$ cat src/rtl/pcap_front.sv
module pcap_front #(
  parameter int DATA_W = 16
) (
  input  logic              clk,
  input  logic              rst_n,
  input  logic              blk_rst,
  input  logic              cfg_we,
  input  logic [7:0]        cfg_wdata,
  output logic [7:0]        cfg_rdata,
  input  logic              sync_in,
  input  logic              init_in,
  input  logic [DATA_W-1:0] data_in,
  output logic              strobe_out,
  output logic [DATA_W-1:0] data_out
);

  logic              edge_fall, init_hi, run_en;
  logic              sync_m, sync_s, sync_p;
  logic              init_m, init_s;
  logic [DATA_W-1:0] data_m, data_s, hold;
  logic              tog, stb;
  logic              edge_det, init_act, active;

  always_ff @(posedge clk or negedge rst_n) begin
    if (!rst_n) begin
      edge_fall <= 1'b0;
      init_hi   <= 1'b0;
      run_en    <= 1'b0;
    end else if (cfg_we) begin
      run_en <= cfg_wdata[3];
      if (!blk_rst) begin
        edge_fall <= cfg_wdata[0];
        init_hi   <= cfg_wdata[2];
      end
    end
  end

  assign cfg_rdata = {4'b0000, run_en, init_hi, 1'b0, edge_fall};

  always_ff @(posedge clk or negedge rst_n) begin
    if (!rst_n) begin
      {sync_m, sync_s, sync_p} <= 3'b000;
      {init_m, init_s}         <= 2'b00;
      data_m <= '0;
      data_s <= '0;
    end else begin
      {sync_m, sync_s, sync_p} <= {sync_in, sync_m, sync_s};
      {init_m, init_s}         <= {init_in, init_m};
      data_m <= data_in;
      data_s <= data_m;
    end
  end

  assign edge_det = edge_fall ? (sync_p & ~sync_s) : (~sync_p & sync_s);
  assign init_act = (init_s == init_hi);
  assign active   = run_en & ~init_act;

  always_ff @(posedge clk or negedge rst_n) begin
    if (!rst_n) begin
      hold <= '0;
      tog  <= 1'b0;
      stb  <= 1'b0;
    end else if (!active) begin
      hold <= '0;
      tog  <= 1'b0;
      stb  <= 1'b0;
    end else if (edge_det) begin
      hold <= data_s;
      tog  <= ~tog;
      stb  <= ~tog;
    end else begin
      stb  <= 1'b0;
    end
  end

  assign strobe_out = stb & active;
  assign data_out   = active ? hold : '0;

  assert_strobe_pulse_R4: assert property (@(posedge clk) disable iff (!rst_n)
    strobe_out |=> !strobe_out);

  assert_strobe_phase_R4: assert property (@(posedge clk) disable iff (!rst_n)
    strobe_out |-> tog);

  assert_cfg_lock_R3: assert property (@(posedge clk) disable iff (!rst_n)
    (cfg_we && blk_rst) |=> ($stable(edge_fall) && $stable(init_hi)));

  assert_init_clear_R7: assert property (@(posedge clk) disable iff (!rst_n)
    (run_en && init_act) |=> (!tog && hold == '0));

  assert_off_clear_R8: assert property (@(posedge clk) disable iff (!rst_n)
    !run_en |=> (!tog && !strobe_out));

  assert_ignore_edge_R6: assert property (@(posedge clk) disable iff (!rst_n)
    (active && !edge_det && $past(active)) |=> (!stb));

endmodule

$ cat config.mk
export PLATFORM = sky130hd
export DESIGN_NAME = pcap_front
export DESIGN_NICKNAME = d
export VERILOG_FILES = /design/src/rtl/pcap_front.sv
export SDC_FILE = /design/constraint.sdc
export NUM_CORES = 1
export LEC_CHECK = 0
export ABC_AREA = 1
export ABC_CLOCK_PERIOD_IN_PS = 1600
export BUFFER_PORTS_ARGS = -buffer_cell sky130_fd_sc_hd__buf_2
export CAP_MARGIN = 20
export CELL_PAD_IN_SITES_DETAIL_PLACEMENT = 1
export CELL_PAD_IN_SITES_GLOBAL_PLACEMENT = 2
export CORE_UTILIZATION = 25
export DETAILED_ROUTE_END_ITERATION = 7
export PLACE_DENSITY = 0.73
export SYNTH_ARGS = -nofsm -noshare
export SYNTH_HDL_FRONTEND = slang
export SYNTH_SLANG_ARGS = --single-unit
$ cat constraint.sdc
create_clock -name clk -period 1.6 [get_ports clk]
set_input_delay 0.08 -clock clk [delete_from_list [all_inputs] [get_ports clk]]
set_output_delay 0.08 -clock clk [all_outputs]
set_load 0.005 [all_outputs]
# After elaboration in Yosys (flattened, before gate mapping)
# Index checks and enable logic that the tools add are counted.
totals:
  romBits: 0
  word_cells: 33
  regBits: 58
  in_bits: 30
  latch_bits: 0
  output_inout_bits: 25
  ramBits: 0
  memories: 0
op_classes:
  n_eq_ne: 2
  reduce_logical: 1
  bitwise: 9
  shift: 0
  muxes: 8
  magnitude_cmp: 0
  multipliers: 0
  n_addsub: 0
  div_mod_pow: 0
ops:
  columns: ["op", "count"]
  rows:
  - ["$mux 16", 3]
  - ["$mux 1", 5]
  - ["$not 1->1", 5]
  - ["$and 1x1->1", 4]
  - ["$ne 2x2->1 const B", 1]
  - ["$reduce_and 2->1", 1]
  - ["$eq 1x1->1", 1]

# Depth between registers and ports, before layout
# Gate-level depths: netlist of run 1.
depth:
  depth_word: 5
  ltp_mapped: 8
  ltp_nobuf: 7

# Worst setup path before layout of run 1
# OpenSTA, ideal clock, no wires.
synth_path:
  path_type: "flip-flop to flip-flop"
  startpoint: "register init_hi"
  endpoint: "register hold[10]"
  slack_ns: 0.406
  setup_time_ns: 0.116
  arrival_time_ns: 1.077
  synth_period_minus_slack_ns: 1.194
  n_path_buf: 1
  path_stages_with_launch: 8
  required_ns: 1.484
  cell_sequence: "dfrtp_1 nand2_1 nand2_4 nor2_8 nand2_4 buf_6 nand2_1 nand2_1"
synth_via:
  elab_chain_len: 4
  elab_cells_between_ends: 5
  cone_classes: "eq/ne (2); mux (1); bitwise (2)"
synth_lines:
  columns: ["item", "line", "rtl"]
  rows:
  - ["start, declared", "17", "logic edge_fall, init_hi, run_en;"]
  - ["start signal, assigned", "33", "init_hi <= cfg_wdata[2];"]
  - ["$eq 1x1->1 (*)", "55", "assign init_act = (init_s == init_hi);"]
  - ["$not 1->1 (*)", "56", "assign active = run_en & ~init_act;"]
  - ["$and 1x1->1 (*)", "56", null]
  - ["$ne 2x2->1 (no source line) or $mux 16 (tied branches)", null, null]
  - ["end signal, assigned", "68", "hold <= data_s;"]
  - ["end, declared", "20", "logic [DATA_W-1:0] data_m, data_s, hold;"]
# Mark *: on every way between the ends. The rest lies on a longest branch, timed or not.
# A chain may end at the register's enable or synchronous reset.

# Worst setup path in the final report of run 1
layout_path:
  startpoint: "register init_hi"
  endpoint: "output data_out[5]"
layout_via:
  elab_chain_len: 4
layout_lines:
  columns: ["item", "line", "rtl"]
  rows:
  - ["$eq 1x1->1", "55", null]
  - ["$not 1->1", "56", null]
  - ["$and 1x1->1", "56", null]
  - ["$mux 16", "77", "assign data_out = active ? hold : '0;"]
  - ["end, declared", "14", "output logic [DATA_W-1:0] data_out"]
# Every way passes these cells.

==> results of run 1 <==
report_power, final:
group          leakage (nW)  switching (mW)  internal [mW]
Sequential            0.706          0.0477           1.57
Clock                0.0921           0.601          0.727
Combinational         0.719           0.216          0.155
path summary, 6_finish.rpt:
kind	start	end	cells past startpoint
max	init_hi	data_out[5]	6
min	cfg_wdata[0]	edge_fall	3
max reg2reg	edge_fall	tog	7
min reg2reg	data_m[8]	data_s[8]	0
max in group asynchronous	rst_n	data_s[0]	3
min in group asynchronous	rst_n	hold[6]	2
worst max-delay path, delay by kind of cell, from the launching register on:
family / cells / cell delay [ps]
flops: 1 / 440
simple gates: 4 / 400
buf+inv: 2 / 220
metal layers:
metal / up-vias / track usage
met1: 643 / 0.1175
met4: 0 / 0.07836
met3: 8 / 0.02791
met2: 35 / 0.1571
met5: - / 0
li1: 771 / -
per-stage QoR:
stage | area, um^2 | instances
floorplan | 2198 | 218
global placement | 2480 | 356
detailed placement | 2480 | 356
CTS | 2913 | 395
global route | 2917 | 395
finish | 2917 | 395
cells by family after synthesis:
family / synth area share
muxes: 0.005157
AOI/OAI and AO/OA: 0.002290
and+or+nand+nor: 0.2109
DFF: 0.6648
other: 0.001718
buffers and inverters: 0.1152
cell usage after synthesis:
cell and n:
conb_1 1, nand2_1 42, nand3_1 18, buf_4 9, a21oi_1 1, inv_1 38
dfrtp_1 58, mux2_2 1, inv_2 1, nor3_1 17, nor2_1 18, nand2_4 2
buf_6 2, nand2_2 1, buf_2 3, nor2_8 1, nor2_4 1
area by class of cell:
cell class,instances,share of cell area
sequential,58,0.4981
multi-input combinational,107,0.1707
timing repair buffer,70,0.1656
inverter,39,0.05105
tap,105,0.04505
clock buffer,9,0.04247
clock inverter,7,0.02703
state kept, by name, indices dropped and copies added, names as in the netlist:
| signal | count |
|---|---|
| init_s | 1 |
| stb | 1 |
| sync_m | 1 |
| run_en | 1 |
| sync_s | 1 |
| data_s | 16 |
| hold | 16 |
| sync_p | 1 |
| init_m | 1 |
| data_m | 16 |
| edge_fall | 1 |
| init_hi | 1 |
| tog | 1 |
what timing repair did:
action / in CTS / in global routing
endpoints found under the setup margin: 17 / 11
hold buffers: 22 / 0
endpoints found under the hold margin: 41 / 0
pin swaps: 1 / 0
resized for setup: 1 / 2
buffers inserted: 1 / 0
==> metrics.yaml, run 1 <==
clocking:
  cts.clk_slew.worst_paths_ps: 70
  cts_made_buffers: 9
  clock_sinks: 58
  cts_tree: "built"
  htree_levels: 3
  cts_root_buffer: "clkbuf_8"
  insertion_delay_ps: 330
  cts_buffer_depth: 2
worst_setup_path:
  crit_type: "register to primary output"
  slowest_stage: "dfrtp_2"
  cp.required_ps: 1520
  end_kind: "primary output"
  r2r_slack_ps: 300
  critPathArrivalTime_ps: 1410
  crit_fanout: 17
  critPathMaxStageDelay_ps: 440
  path_cells: "nand2_2 > nand2_4 > nor2_8 > inv_4 > nor2_1 > buf_2"
  crit_path_start_kind: "register"
detailed_routing:
  top_layer_used: "met4"
  drt_iter0_markers: 35
  wl_per_cell_um: 9.967
  drc: 0
  dr_wl_met3_um: 198
  ant_nets: 0
  via_per_inst: 3.689
  drt-pass1-iter-count: 3
  wl_met1_um: 1816
  routed_wl_um: 3937
  routed-wl-met2_um: 1812
  vias: 1457
timing:
  slew_headroom: 0.6502
  max_clock_freq_mhz: 670.7
  worstMarginPinSlew_ps: 524.7
  fin_ws_ps: 109.1
  skew_ps: 6.606
  hold_ws_ps: 15.04
  post-route-min-period_ps: 1491
  drv_slew: 0
  hold_viol_final: 0
  setup_tns_ps: 0
  rsz0062_at_grt: "no"
  setup_viol: 0
  post-route-period-util: 0.9318
synthesis:
  yosys.area.top_type: "dfrtp_1"
  seq_area_frac_synth: 0.6648
  synth_area_mm2: 0.002183
  yosysUniqueCellTypes: 17
  ys.warnings.count: 0
  yosysTopAreaCellShare: 0.6648
  ys_top_cells_by_area: "dfrtp_1, nand2_1, inv_1"
  yosys_register_bits: 58
  synthCells: 214
  syn_area_per_cell_um2: 10.20
cells_and_area:
  area_growth_pct: 33.58
  register_area_mm2: 0.001453
  final_layout_size_suffix_gt1_frac: 0.2517
  multiInputGateArea_um2: 498.0
  n_antenna_cell: 0
  layout_commonest_cell: "dfrtp_1"
  final_core_util: 0.3497
  fillers: 974
  finalNetCount: 315
  layout_common_cells: "dfrtp_1, buf_2, nand2_1"
placement:
  io_buffers: 44
  place.detailed.hpwl_um: 2704
  pre_cts_ws_ps: 256.8
  gp_congestion: 0.6646
min_path:
  hold_class: "input port to register"
status:
  outcome: "completed"
die:
  core_region_area_mm2: 0.008341
  dieArea_mm2: 0.009111
  io_pins: 55
  start_util: 0.2618
  die_y_um: 95.45
  rows: 33
  die_x_um: 95.45
power:
  powerDensity_mw_per_mm2: 1138
  power_leakage_nw: 1.516
  finalPower_mw: 3.318
  peakVddDrop_mv: 0.3134
global_routing:
  grt_overflow: 0
  gr-usage-all-layers: 0.1010
  antenna_found_initial: 0
  grt_pass1_vias: 1517
  grt_max_degree: 38
  grt_pass1_wl_um: 6768
run:
  drv_cap: 0
Power figures use the tool's default switching activity.
==> run 2, diff against run 1 <==
Settings changed: CORE_UTILIZATION 25 to 32, PLACE_DENSITY 0.73 to 0.88.
==> run 2 against run 1 <==
  * Register-to-register slack got worse by 50 ps
  * Clock skew down 4.8 ps
  * Sequential share of layout area rose by 0.11 points
  * Final area is 0.21% lower
  * Via count grew 5.6%
  * Sequential power about the same
  * Count of clock-buffer cells in the layout is 2 higher
==> metrics.yaml, run 2 (same netlist as run 1, synthesis figures left out) <==
die:
  core_region_area_mm2: 0.006459
  io_pins: 55
  dieArea_mm2: 0.007157
  die_x_um: 84.60
  start_util: 0.3380
  rows: 29
  die_y_um: 84.60
cells_and_area:
  final_layout_size_suffix_gt1_frac: 0.2526
  fillers: 748
  final_core_util: 0.4506
  area_growth_pct: 33.30
  n_antenna_cell: 0
  reg.largest.list: "data_m (16), data_s (16), hold (16)"
  finalNetCount: 318
  layout_common_cells: "dfrtp_1, buf_2, nand2_1"
  layout_commonest_cell: "dfrtp_1"
worst_setup_path:
  cp_top_family: "flip-flops"
  path_buf_inv: 2
  crit_type: "register to primary output"
  cp.required_ps: 1520
  crit_path_start_kind: "register"
  crit_fanout: 17
  path_cells: "nand2_2 > nand2_4 > nor2_8 > inv_4 > nor2_1 > buf_2"
  critPathArrivalTime_ps: 1380
  slowest_stage: "dfrtp_2"
  critPathMaxStageDelay_ps: 440
  end_kind: "primary output"
placement:
  gp_congestion: 0.6889
  io_buffers: 44
  place.detailed.hpwl_um: 2791
global_routing:
  grt_max_degree: 21
  grt_pass1_wl_um: 6865
  grt_pass1_vias: 1536
  antenna_found_initial: 0
  gr-usage-all-layers: 0.1271
  grt_overflow: 0
clocking:
  clock_sinks: 58
  cts_tree: "built"
  cts_root_buffer: "clkbuf_8"
  cts_made_buffers: 9
  htree_levels: 3
  cts_buffer_depth: 2
  cts.clk_slew.worst_paths_ps: 60
  insertion_delay_ps: 330
detailed_routing:
  ant_nets: 0
  wl_per_cell_um: 11.18
  routed_wl_um: 4135
  vias: 1539
  via_per_inst: 4.159
  drt-pass1-iter-count: 6
  drc: 0
  drt_iter0_markers: 73
timing:
  post-route-period-util: 0.9096
  drv_slew: 0
  setup_viol: 0
  hold_viol_final: 0
  post-route-min-period_ps: 1455
  max_clock_freq_mhz: 687.1
  setup_tns_ps: 0
  skew_ps: 1.788
  rsz0062_at_grt: "no"
power:
  powerDensity_mw_per_mm2: 1190
  finalPower_mw: 3.464
  peakVddDrop_mv: 0.6855
  power_leakage_nw: 1.543
status:
  outcome: "completed"
min_path:
  hold_class: "input port to register"
run:
  drv_cap: 0
run 2: path summary, 6_finish.rpt:
kind	from	end	slack [ps]	cells past startpoint
max	init_hi	data_out[7]	140	6
min	cfg_we	run_en	30	2
max reg2reg	init_hi	hold[4]	250	7
min reg2reg	data_m[0]	data_s[0]	350	0
max in group asynchronous	rst_n	hold[7]	760	3
min in group asynchronous	rst_n	run_en	230	2
run 2: timing repair:
action	4_1_cts	5_1_grt
pin swaps	2	0
endpoints found under the setup margin	17	9
buffers inserted	2	0
hold endpoints to repair	39	0
gates resized for setup	1	2
hold buffers	23	0
run 2: metal layers:
layer / global-route usage / routed length, um / vias up
li1: - / - / 773
met1: 0.1367 / 1767 / 720
met2: 0.2158 / 2064 / 38
met3: 0.04621 / 224 / 8
met4: 0.07396 / 78 / 0
met5: 0 / 0 / -
run 2: layout make-up:
class	count	area, um^2	area share
clock buffer	11	141.4	0.04858
clock inverter	5	77.57	0.02666
inverter	39	148.9	0.05116
multi-input combinational	107	498.0	0.1711
sequential	58	1453	0.4991
tap	77	96.34	0.03310
timing repair buffer	73	495.5	0.1702
run 2: where the power goes:
group	internal, mW	total [mW]	switching (mW)
Clock	0.914	1.46	0.546
Combinational	0.159	0.381	0.221
Sequential	1.57	1.62	0.0512
run 2: per-stage QoR:
| stage | instances | setup WS [ps] | area, um^2 | hold WS (ps) |
|---|---|---|---|---|
| after floorplan | 218 | 406.3 | 2198 | -215.6 |
| after global placement | 329 | 246.6 | 2440 | 30.65 |
| after detailed placement | 329 | 225.0 | 2440 | 49.82 |
| after CTS | 370 | 53.02 | 2907 | 13.93 |
| after global routing | 370 | 28.86 | 2910 | 18.06 |
| final | 370 | 144.7 | 2910 | 34.33 |
==> run 3, diff against run 2 <==
Settings changed: CELL_PAD_IN_SITES_DETAIL_PLACEMENT 1 to not set, CELL_PAD_IN_SITES_GLOBAL_PLACEMENT 2 to not set, CORE_UTILIZATION 32 to 52.
==> run 3 against run 2 <==
  * Total power is 4.1% higher
  * Worst hold slack gained 1.8 ps
  * Core utilization is 27 points higher
  * Cell count decreased by 8.1%
  * Final area is 0.73% lower
==> metrics.yaml, run 3 (same netlist as run 1, synthesis figures left out) <==
status:
  outcome: "completed"
cells_and_area:
  post-route-cell-area_mm2: 0.002889
  layout_commonest_cell: "dfrtp_1"
  final_layout_size_suffix_gt1_frac: 0.2448
  final_core_util: 0.7171
  area_growth_pct: 32.32
  register_area_mm2: 0.001451
  reg.largest.list: "data_m (16), data_s (16), hold (16)"
  finalNetCount: 316
  n_antenna_cell: 0
  layout_common_cells: "dfrtp_1, buf_2, nand2_1"
  multiInputGateArea_um2: 495.5
  final_cells: 340
  fillers: 283
clocking:
  cts_root_buffer: "clkbuf_8"
  insertion_delay_ps: 330
  htree_levels: 3
  cts_buffer_depth: 2
  clock_sinks: 58
  cts.clk_slew.worst_paths_ps: 60
  cts_made_buffers: 9
  cts_tree: "built"
worst_setup_path:
  critPathArrivalTime_ps: 1440
  path_cells: "nand2_1 > nand2_4 > nor2_8 > inv_4 > nor2_1 > buf_2"
  crit_type: "register to primary output"
  r2r_slack_ps: 200
  slowest_stage: "dfrtp_1"
  crit_path_start_kind: "register"
  crit_fanout: 17
  end_kind: "primary output"
  cp_top_family: "simple AND/OR/NAND/NOR gates"
  critPathMaxStageDelay_ps: 430
  path_buf_inv: 2
  cp.required_ps: 1520
power:
  peakVddDrop_mv: 0.9613
  powerDensity_mw_per_mm2: 1248
  finalPower_mw: 3.606
  power_leakage_nw: 1.548
detailed_routing:
  ant_nets: 0
  vias: 1547
  drc: 0
  drt_iter0_markers: 51
  wl_per_cell_um: 10.94
  drt-pass1-iter-count: 4
  routed_wl_um: 3720
  via_per_inst: 4.550
die:
  core_region_area_mm2: 0.004029
  start_util: 0.5419
  dieArea_mm2: 0.004462
  rows: 23
  die_x_um: 66.80
  io_pins: 55
  die_y_um: 66.80
placement:
  pre_cts_ws_ps: 272.9
  gp_congestion: 0.7141
  place_area_mm2: 0.002411
  place.detailed.hpwl_um: 2113
  place_inst: 301
  io_buffers: 44
timing:
  hold_viol_final: 0
  hold_ws_ps: 36.14
  post-route-period-util: 0.9522
  drv_slew: 0
  setup_viol: 0
  fin_ws_ps: 76.46
  setup_tns_ps: 0
  post-route-min-period_ps: 1524
  skew_ps: 5.330
  rsz0062_at_grt: "no"
  max_clock_freq_mhz: 656.4
global_routing:
  grt_overflow: 0
  gr-usage-all-layers: 0.1915
  grt_max_degree: 59
  grt_pass1_vias: 1405
  grt_pass1_wl_um: 5927
  antenna_found_initial: 0
min_path:
  hold_class: "input port to register"
run:
  drv_cap: 0
run 3: timing repair:
item                       4_1_cts  5_1_grt
hold buffers                    22        0
gates resized for setup          1        0
buffers inserted                 2        0
setup endpoints to repair       17        0
hold endpoints to repair        78        0
run 3: area by class of cell:
type,instances,share of cell area
sequential,58,0.5024
multi-input combinational,107,0.1715
clock buffer,10,0.04764
inverter,39,0.05154
clock inverter,5,0.03551
tap,50,0.02165
timing repair buffer,71,0.1698
run 3: worst paths after layout:
kind | start | endpoint | cells past startpoint
min in group asynchronous | rst_n | hold[6] | 3
max in group asynchronous | rst_n | init_hi | 3
setup / recovery | init_hi | data_out[8] | 6
hold reg to reg | init_m | init_s | 0
hold / removal | cfg_wdata[0] | edge_fall | 3
setup reg to reg | init_hi | hold[14] | 7
run 3: report_power, final:
| part | total [mW] | switching (mW) | leakage [nW] | internal [mW] |
|---|---|---|---|---|
| clock network | 1.60 | 0.540 | 0.118 | 1.06 |
| registers | 1.62 | 0.0513 | 0.707 | 1.57 |
| logic | 0.379 | 0.220 | 0.723 | 0.159 |
| total | 3.61 | 0.811 | 1.55 | 2.80 |
run 3: worst reg2reg max path, stage by stage, from the launching register on:
cell     delay, ps
dfrtp_1        430
nand2_1        130
nand2_4         90
nor2_8         140
buf_4          150
buf_4          200
nand3_1        110
nand2_1        100
run 3: layer usage:
metal / vias to the layer above / part of all wire / wire, um / track usage
li1: 775 / - / - / -
met1: 709 / 0.41 / 1542 / 0.2151
met2: 54 / 0.51 / 1887 / 0.3169
met3: 9 / 0.053 / 198 / 0.06164
met4: 0 / 0.024 / 91 / 0.1117
met5: - / 0 / 0 / 0
